`src/rtl/irqagg_pkg.sv`:
```
package irqagg_pkg;

    localparam int ADDR_W   = 8;
    localparam int WORD_W   = 32;
    localparam int GRP_SIZE = 64;
    localparam int MAX_GRP  = 8;
    localparam int IDX_W    = 5;

    typedef enum logic [2:0] {
        RG_CHAN,
        RG_MASK,
        RG_FORCE,
        RG_STATUS,
        RG_MDIS,
        RG_MSTAT,
        RG_NONE
    } reg_region_e;

    typedef struct packed {
        reg_region_e       region;
        logic [IDX_W-1:0]  idx;
    } reg_sel_t;

    function automatic int words_of(input int n_in);
        return n_in / WORD_W;
    endfunction

    function automatic int groups_of(input int n_in);
        return (n_in + GRP_SIZE - 1) / GRP_SIZE;
    endfunction

    function automatic reg_sel_t decode_addr(input logic [ADDR_W-1:0] a, input int nw);
        reg_sel_t s;
        int ai;
        ai = int'(a);
        s.idx = '0;
        if (ai == 0) begin
            s.region = RG_CHAN;
        end else if (ai <= nw) begin
            s.region = RG_MASK;
            s.idx    = IDX_W'(ai - 1);
        end else if (ai <= 2 * nw) begin
            s.region = RG_FORCE;
            s.idx    = IDX_W'(ai - 1 - nw);
        end else if (ai <= 3 * nw) begin
            s.region = RG_STATUS;
            s.idx    = IDX_W'(ai - 1 - 2 * nw);
        end else if (ai == 3 * nw + 1) begin
            s.region = RG_MDIS;
        end else if (ai == 3 * nw + 2) begin
            s.region = RG_MSTAT;
        end else begin
            s.region = RG_NONE;
        end
        return s;
    endfunction

endpackage

```
`src/rtl/irqagg_sync.sv`:
```
module irqagg_sync #(
    parameter int WIDTH = 32
) (
    input  logic             clk,
    input  logic             rst,
    input  logic [WIDTH-1:0] async_in,
    output logic [WIDTH-1:0] sync_out
);

    logic [WIDTH-1:0] stage1_q;
    logic [WIDTH-1:0] stage2_q;

    always_ff @(posedge clk) begin
        if (rst) begin
            stage1_q <= '0;
            stage2_q <= '0;
        end else begin
            stage1_q <= async_in;
            stage2_q <= stage1_q;
        end
    end

    assign sync_out = stage2_q;

endmodule

```
`src/rtl/irqagg_regs.sv`:
```
module irqagg_regs
    import irqagg_pkg::*;
#(
    parameter int NUM_IN = 128,
    localparam int NWORDS = words_of(NUM_IN),
    localparam int NGRP   = groups_of(NUM_IN)
) (
    input  logic               clk,
    input  logic               rst,
    input  logic               wr_en,
    input  logic               rd_en,
    input  logic [ADDR_W-1:0]  addr,
    input  logic [WORD_W-1:0]  wdata,
    output logic [WORD_W-1:0]  rdata,
    input  logic [NUM_IN-1:0]  status_flat,
    input  logic [NGRP-1:0]    out_level,
    output logic [NUM_IN-1:0]  mask_flat,
    output logic [NUM_IN-1:0]  force_flat,
    output logic [WORD_W-1:0]  chan_word,
    output logic [NGRP-1:0]    mdis_bits
);

    reg_sel_t           sel;
    logic [WORD_W-1:0]  rd_val;

    assign sel = decode_addr(addr, NWORDS);

    always_ff @(posedge clk) begin
        if (rst) begin
            mask_flat  <= '0;
            force_flat <= '0;
            chan_word  <= '0;
            mdis_bits  <= '0;
            rdata      <= '0;
        end else begin
            if (wr_en) begin
                case (sel.region)
                    RG_CHAN: chan_word <= wdata;
                    RG_MASK: begin
                        for (int w = 0; w < NWORDS; w++) begin
                            if (sel.idx == IDX_W'(w))
                                mask_flat[WORD_W*(NWORDS-1-w) +: WORD_W] <= wdata;
                        end
                    end
                    RG_FORCE: begin
                        for (int w = 0; w < NWORDS; w++) begin
                            if (sel.idx == IDX_W'(w))
                                force_flat[WORD_W*(NWORDS-1-w) +: WORD_W] <= wdata;
                        end
                    end
                    RG_MDIS: mdis_bits <= wdata[NGRP-1:0];
                    default: ;
                endcase
            end
            if (rd_en)
                rdata <= rd_val;
        end
    end

    always_comb begin
        rd_val = '0;
        case (sel.region)
            RG_CHAN: rd_val = chan_word;
            RG_MASK: begin
                for (int w = 0; w < NWORDS; w++) begin
                    if (sel.idx == IDX_W'(w))
                        rd_val = mask_flat[WORD_W*(NWORDS-1-w) +: WORD_W];
                end
            end
            RG_FORCE: begin
                for (int w = 0; w < NWORDS; w++) begin
                    if (sel.idx == IDX_W'(w))
                        rd_val = force_flat[WORD_W*(NWORDS-1-w) +: WORD_W];
                end
            end
            RG_STATUS: begin
                for (int w = 0; w < NWORDS; w++) begin
                    if (sel.idx == IDX_W'(w))
                        rd_val = status_flat[WORD_W*(NWORDS-1-w) +: WORD_W];
                end
            end
            RG_MDIS:  rd_val[NGRP-1:0] = mdis_bits;
            RG_MSTAT: rd_val[NGRP-1:0] = out_level;
            default:  rd_val = '0;
        endcase
    end


    status_ro_chk: assert property (@(posedge clk) disable iff (rst)
        (wr_en && sel.region == RG_STATUS) |=> ($stable(mask_flat) && $stable(force_flat)));


    mstat_mirror_chk: assert property (@(posedge clk) disable iff (rst)
        (rd_en && sel.region == RG_MSTAT) |=> (rdata[NGRP-1:0] == $past(out_level)));

endmodule

```
`src/rtl/irqagg_combine.sv`:
```
module irqagg_combine
    import irqagg_pkg::*;
#(
    parameter int NUM_IN = 128,
    localparam int NGRP = groups_of(NUM_IN)
) (
    input  logic              clk,
    input  logic              rst,
    input  logic [NUM_IN-1:0] status_flat,
    input  logic              gate_open,
    input  logic [NGRP-1:0]   mdis_bits,
    output logic [NGRP-1:0]   irq_q
);

    logic [NGRP-1:0] grp_or;

    for (genvar g = 0; g < NGRP; g++) begin : g_grp
        localparam int LO = g * GRP_SIZE;
        localparam int HI = ((LO + GRP_SIZE) < NUM_IN) ? (LO + GRP_SIZE) : NUM_IN;
        assign grp_or[g] = |status_flat[HI-1:LO];


        grp_source_chk: assert property (@(posedge clk) disable iff (rst)
            irq_q[g] |-> $past(grp_or[g]));
    end

    always_ff @(posedge clk) begin
        if (rst)
            irq_q <= '0;
        else
            irq_q <= grp_or & ~mdis_bits & {NGRP{gate_open}};
    end

endmodule

```
`src/rtl/irq_steer_agg.sv`:
```
module irq_steer_agg
    import irqagg_pkg::*;
#(
    parameter int NUM_IN  = 128,
    parameter int CHAN_ID = 0,
    localparam int NGRP   = groups_of(NUM_IN)
) (
    input  logic               clk,
    input  logic               rst,
    input  logic [NUM_IN-1:0]  irq_raw,
    input  logic               reg_wr,
    input  logic               reg_rd,
    input  logic [ADDR_W-1:0]  reg_addr,
    input  logic [WORD_W-1:0]  reg_wdata,
    output logic [WORD_W-1:0]  reg_rdata,
    output logic [NGRP-1:0]    irq_out
);

    if ((NUM_IN % WORD_W) != 0 || NGRP > MAX_GRP || NUM_IN == 0) begin : g_bad_cfg
        $error("irq_steer_agg: unsupported input count");
    end

    logic [NUM_IN-1:0]  sync_in;
    logic [NUM_IN-1:0]  mask_flat;
    logic [NUM_IN-1:0]  force_flat;
    logic [NUM_IN-1:0]  status_flat;
    logic [WORD_W-1:0]  chan_word;
    logic [NGRP-1:0]    mdis_bits;
    logic               gate_open;

    irqagg_sync #(.WIDTH(NUM_IN)) u_sync (
        .clk      (clk),
        .rst      (rst),
        .async_in (irq_raw),
        .sync_out (sync_in)
    );

    assign status_flat = (sync_in | force_flat) & mask_flat;
    assign gate_open   = chan_word[CHAN_ID];

    irqagg_regs #(.NUM_IN(NUM_IN)) u_regs (
        .clk         (clk),
        .rst         (rst),
        .wr_en       (reg_wr),
        .rd_en       (reg_rd),
        .addr        (reg_addr),
        .wdata       (reg_wdata),
        .rdata       (reg_rdata),
        .status_flat (status_flat),
        .out_level   (irq_out),
        .mask_flat   (mask_flat),
        .force_flat  (force_flat),
        .chan_word   (chan_word),
        .mdis_bits   (mdis_bits)
    );

    irqagg_combine #(.NUM_IN(NUM_IN)) u_comb (
        .clk         (clk),
        .rst         (rst),
        .status_flat (status_flat),
        .gate_open   (gate_open),
        .mdis_bits   (mdis_bits),
        .irq_q       (irq_out)
    );


    mdis_block_chk: assert property (@(posedge clk) disable iff (rst)
        1'b1 |=> ((irq_out & $past(mdis_bits)) == '0));


    chan_gate_chk: assert property (@(posedge clk) disable iff (rst)
        !chan_word[CHAN_ID] |=> (irq_out == '0));

endmodule

```
`config.mk`:
```
export PLATFORM = sky130hd
export DESIGN_NAME = irq_steer_agg
export DESIGN_NICKNAME = d
export VERILOG_FILES = /design/src/rtl/irqagg_pkg.sv /design/src/rtl/irqagg_sync.sv /design/src/rtl/irqagg_regs.sv /design/src/rtl/irqagg_combine.sv /design/src/rtl/irq_steer_agg.sv
export SDC_FILE = /design/constraint.sdc
export NUM_CORES = 1
export LEC_CHECK = 0
export BUFFER_PORTS_ARGS = -buffer_cell sky130_fd_sc_hd__buf_2
export CAP_MARGIN = 20
export CORE_ASPECT_RATIO = 1.5
export CORE_MARGIN = 5
export CORE_UTILIZATION = 55
export DETAILED_ROUTE_END_ITERATION = 6
export GPL_TIMING_DRIVEN = 0
export PLACE_DENSITY_LB_ADDON = 0.08
export SKIP_CTS_REPAIR_TIMING = 1
export SLEW_MARGIN = 10
export SYNTH_ARGS = -nofsm -noshare
export SYNTH_HDL_FRONTEND = slang
export SYNTH_SLANG_ARGS = --single-unit
export TNS_END_PERCENT = 5
```
`constraint.sdc`:
```
create_clock -name clk -period 4.5 [get_ports clk]
set_clock_uncertainty 0.15 [all_clocks]
set_input_delay 0.675 -clock clk [delete_from_list [all_inputs] [get_ports clk]]
set_output_delay 0.675 -clock clk [all_outputs]
set_load 0.05 [all_outputs]
```
==> results of run 1 <==
==> state kept, by name, indices dropped and copies added (netlist names) <==
name               flops
u_regs.force_flat    128
u_sync.sync_out      128
u_regs.rdata          32
u_regs.mdis_bits       2
u_sync.stage1_q      128
u_regs.mask_flat     128
u_comb.irq_q           2
u_regs.chan_word      32
==> cells in the mapped netlist, drive strengths merged, types with 4 or more instances <==
library cell / count / share of area (%)
a21boi: 4 / 0.14
nand3: 28 / 0.60
and3: 12 / 0.32
nor4: 12 / 0.50
o211ai: 32 / 1.0
and2: 7 / 0.19
o22a: 5 / 0.19
or2: 7 / 0.19
inv: 11 / 0.18
mux2i: 131 / 5.6
o311a: 4 / 0.17
o221ai: 10 / 0.37
o22ai: 51 / 1.4
buf: 92 / 2.5
nand4: 39 / 1.0
a22oi: 7 / 0.22
a21o: 5 / 0.16
nand2b: 6 / 0.16
clkbuf: 129 / 2.1
nor2: 224 / 3.6
ha: 5 / 0.27
o31a: 17 / 0.64
nand2: 417 / 6.9
o21ai: 202 / 4.3
a2111oi: 15 / 0.56
dfxtp: 580 / 50
nor2b: 277 / 7.4
a32oi: 15 / 0.56
a21oi: 241 / 5.6
a211o: 6 / 0.22
nor3: 5 / 0.16
a31oi: 9 / 0.24
a211oi: 20 / 0.74
==> critical path, delay by kind of cell <==
| family | cells | cell delay (ns) |
|---|---|---|
| XOR/XNOR | 1 | 0.15 |
| AND/OR/NAND/NOR | 3 | 0.72 |
| AO/OA/AOI/OAI | 5 | 1.94 |
| buffers and inverters | 3 | 1.19 |
| adder cells (fa/ha/maj) | 1 | 0.22 |
==> cell families after synthesis <==
family	count (synthesis)	share of synthesized area [%]
simple gates	1047	21.62
flops	580	49.65
compound gates	676	18.00
buf+inv	232	4.783
mux	131	5.607
xor+xnor	2	0.07492
fa+ha+maj	5	0.2675
==> worst paths after layout <==
path / startpoint / to
hold reg to reg: u_sync.stage1_q[80] / u_sync.sync_out[80]
hold / removal: irq_raw[57] / u_sync.stage1_q[57]
setup reg to reg: u_sync.sync_out[5] / u_comb.irq_q[0]
setup / recovery: reg_addr[0] / u_regs.rdata[0]
==> per-stage QoR <==
| step | util (%) | worst slack, ns | hold WS, ns | setup TNS, ns |
|---|---|---|---|---|
| 3_3_place_gp | 59.38 | -2.139 | 0.2673 | -361.34 |
| 4_1_cts | 64.08 | -1.045 | 0.1219 | -186.37 |
| 2_1_floorplan | - | 0.5770 | 0.2638 | 0 |
| 6_report | 64.53 | -0.1122 | 0.1237 | -0.6042 |
| 5_1_grt | 64.51 | 0.01563 | 0.1356 | 0 |
| 3_5_place_dp | 59.64 | -1.642 | 0.2733 | -374.54 |
==> where the power goes <==
group / leakage, nW / internal (mW) / switching (mW)
Sequential: 4.73 / 5.24 / 0.0490
Combinational: 4.84 / 0.209 / 0.552
Clock: 0.924 / 2.75 / 2.08
==> routing by layer <==
metal | vias up | global-route usage [%] | part of all wire [%]
li1 | 9655 | - | -
met1 | 10890 | 54.96 | 34
met2 | 2031 | 68.15 | 42
met3 | 752 | 14.48 | 13
met4 | 4 | 41.40 | 12
met5 | - | 0 | 0.020
==> area by class of cell <==
type                    instances  share of cell area, %
flip-flops and latches        580                  42.83
multi-input cells            1861                  39.42
clock buffers                  72                  5.639
repair buffers                192                  4.038
plain buffers                 219                  4.029
well taps                     564                  2.603
clock inverters                27                  1.241
inverters                      11                 0.1523
diodes                          6                0.05538
==> impl_metrics.toml, run 1 <==
[die]
dieArea_sq_um = 46830
start_util_pct = 55.66
core-area_sq_um = 42020
fp.dieH_microns = 262.6
top_level_ports = 206
die_w_microns = 178.4
rows = 92

[finish]
layout_common_cells = "dfxtp_1, nand2_1, nor2b_1"
fin_nets = 3095
fillers = 3530
drive_gt1_share_pct = 15.40
seq_area_sq_um = 11610
areaGrowthSynthToFinish_pct = 15.93
final_common_cell = "dfxtp_1"
stdcell_area_sq_um = 27110
multi_input_area_sq_um = 10690
fin_cells = 3532

[timing]
relSlewSlack_pct = 7.078
setup_ws_ns = -0.1122
rsz0062_at_grt = "false"
period_minus_slack_ns = 4.612
fin_crit_sh_pct = 102.5
setup_viol = 12
max_freq_mhz = 216.8
slew_violations = 0
worst_pin_slew_ns = 1.385
final_hold_viol_count = 0

[critical_path]
cp_common_cell = "clkbuf_2"
rrSetupSlack_ns = 1.15
cp_slowest_stage_delay_ns = 1.07
worstPathMaxFanout = 11
path_cells = "buf_2 -> clkbuf_2 -> clkbuf_2 -> nor3_1 -> xnor2_1 -> ha_1 -> nor4b_1 -> a31oi_1 -> o211a_2 -> o21ai_1 -> nand2_1 -> a22oi_1 -> o2bb2ai_1"
critPathLaunchType = "input port"
setup.worst_path.class = "in -> reg"
cp_data_required_time_ns = 4.82
end_kind = "flip-flop"
crit_slowest_cell = "o21ai_1"
worstPathArrival_ns = 4.93
ff2ff_path_depth = 5

[outcome]
outcome = "finished, violations left"
violations = "negative setup slack"

[synthesis]
syn_area_per_cell_sq_um = 8.749
syn_inst = 2673
yosys_register_bits = 580
seq_area_frac_synth_pct = 49.65
synth_enable_flop_cells = 0
ys_dominant_reg_cell = "dfxtp_1"
synthesis.nets = 2850
ys_warn_count = 0
async_reset_ff_share_pct = 0
syn-cell-area_sq_um = 23390
ys_types = 86

[cts]
root_buffer = "clkbuf_16"
cts_tree = "built"
clkTransAtPathRegs_ns = 0.07
clock_sinks = 580
clk_latency_ns = 0.61
cts_made_buffers = 53
cts.htree.levels = 2
clk_path_buf_depth = 3

[global_route]
grt_use_total_pct = 46.88
grt_pass1_vias = 22710
grt_overflow_total = 0
grt_first_pass_wirelength_microns = 157500
grt_start_max_net_pins = 17
antenna_found_initial = 7

[pwr]
leakagePower_nw = 10.49
powerDensity_nw_per_um2 = 401.4
peakVddDrop_v = 0.0004079
total_power_mw = 10.88

[route]
drt_first_iter_violations = 3206
viasPerCell = 6.604
drc = 0
dr.pass1.iters = 7
wl_per_cell_microns = 32.16
ant_nets = 0
drt_wl_total_microns = 113600
vias = 23330

[hold_path]
hold_path_depth = 2
hold_path_class = "in -> reg"

[place]
place_congestion = 1.078
postPlaceCellArea_sq_um = 25060
port_buffers = 171
placed_cells = 3417
dp_hpwl_microns = 79640

[run]
cap_violations = 0
Note: power is estimated with default switching activity, not from simulation.
==> inputs of run 2 (changes only) <==
clock period = 4.4 ns   (was 4.5 ns; I/O delays follow)
==> impl_metrics.toml, run 2 (synthesis gave the netlist of run 1 again) <==
[global_route]
grt_overflow_total = 0
grt_use_total_pct = 46.88
antenna_found_initial = 7
grt_pass1_vias = 22710
grt_first_pass_wirelength_microns = 157500
grt_start_max_net_pins = 17

[outcome]
violations = "design-rule violations, negative setup slack"
outcome = "finished, violations left"

[die]
fp.dieH_microns = 262.6
rows = 92
core-area_sq_um = 42020
top_level_ports = 206
start_util_pct = 55.66
dieArea_sq_um = 46830
die_w_microns = 178.4

[timing]
max_freq_mhz = 218.4
period_minus_slack_ns = 4.580
setup_tns_ns = -1.313
fin_crit_sh_pct = 104.1
setup_ws_ns = -0.1797
hold-worst-slack_ns = 0.1080
relSlewSlack_pct = 9.272
worst_pin_slew_ns = 1.352
slew_violations = 0
rsz0062_at_grt = "false"
final_hold_viol_count = 0
setup_viol = 40

[finish]
drive_gt1_share_pct = 15.47
layout_common_cells = "dfxtp_1, nand2_1, nor2b_1"
final_common_cell = "dfxtp_1"
fin_nets = 3094
areaGrowthSynthToFinish_pct = 15.93
final_core_util_pct = 64.53

[hold_path]
hold_path_class = "in -> reg"
hold_path_depth = 2

[pwr]
peakVddDrop_v = 0.0004168
powerDensity_nw_per_um2 = 410.8
leakagePower_nw = 10.50
total_power_mw = 11.14

[place]
place_congestion = 1.078
pre_cts_ws_ns = -1.727
port_buffers = 171
dp_hpwl_microns = 79640

[critical_path]
end_kind = "flip-flop"
setup.worst_path.class = "in -> reg"
rrSetupSlack_ns = 1.08
worstPathMaxFanout = 11
crit_buf_inv = 3
cp_common_cell = "buf_2"
cp_slowest_stage_delay_ns = 1.05
crit_slowest_cell = "o21ai_1"
cp_data_required_time_ns = 4.72
critPathLaunchType = "input port"
worstPathArrival_ns = 4.90
ff2ff_path_depth = 5
path_cells = "buf_2 -> clkbuf_2 -> buf_2 -> nor3_1 -> xnor2_1 -> ha_1 -> nor4b_1 -> a31oi_1 -> o211a_2 -> o21ai_1 -> nand2_1 -> a22oi_1 -> o2bb2ai_1"
crit_cells = 13
cp_top_family = "compound AO/OA/AOI/OAI gates"

[route]
ant_nets = 0
drc = 22
viasPerCell = 6.630
drt_wl_total_microns = 113700
dr.pass1.iters = 7
wl_per_cell_microns = 32.21
drt_first_iter_violations = 3672
vias = 23400

[cts]
cts_made_buffers = 53
clk_path_buf_depth = 3
cts.htree.levels = 2
clock_sinks = 580
cts_tree = "built"
root_buffer = "clkbuf_16"
clk_latency_ns = 0.61
clkTransAtPathRegs_ns = 0.07

[run]
cap_violations = 0
==> run 2: cell types whose count changed in the layout (fill, tap and decap cells not counted), sizes merged <==
cell,delta
diode,-1
clkbuf,-1
==> run 2: layer usage <==
layer | part of all wire, % | global-route usage [%] | vias up
met4 | 12 | 41.40 | 4
met5 | 0.020 | 0 | -
met1 | 33 | 54.96 | 10900
met3 | 13 | 14.48 | 759
met2 | 42 | 68.15 | 2094
li1 | - | - | 9650
==> run 2: stage by stage <==
stage	instances	instance area, sq um
2_1_floorplan	2673	23390
3_3_place_gp	3408	24950
3_5_place_dp	3417	25060
4_1_cts	3516	26920
5_1_grt	3527	27100
6_report	3530	27110
==> run 2: layout make-up <==
| cell class | instances | area, sq um |
|---|---|---|
| sequential | 580 | 11610 |
| multi-input combinational | 1861 | 10690 |
| inverter | 11 | 41.29 |
| buffer | 218 | 1094 |
| tap | 564 | 705.7 |
| clock buffer | 72 | 1529 |
| clock inverter | 27 | 336.6 |
| antenna | 5 | 12.51 |
| timing repair buffer | 192 | 1095 |
| fill | 3535 | 14900 |
==> run 2: worst paths after layout <==
path | startpoint | endpoint
max reg2reg | u_sync.sync_out[5] | u_comb.irq_q[0]
max | reg_addr[0] | u_regs.rdata[0]
min | irq_raw[14] | u_sync.stage1_q[14]
min reg2reg | u_sync.stage1_q[0] | u_sync.sync_out[0]
==> run 2: report_power, final <==
| part | internal, mW | total [mW] | switching (mW) |
|---|---|---|---|
| sequential | 5.36 | 5.41 | 0.0501 |
| combinational | 0.214 | 0.779 | 0.565 |
| clock | 2.81 | 4.95 | 2.14 |
| total | 8.38 | 11.1 | 2.75 |
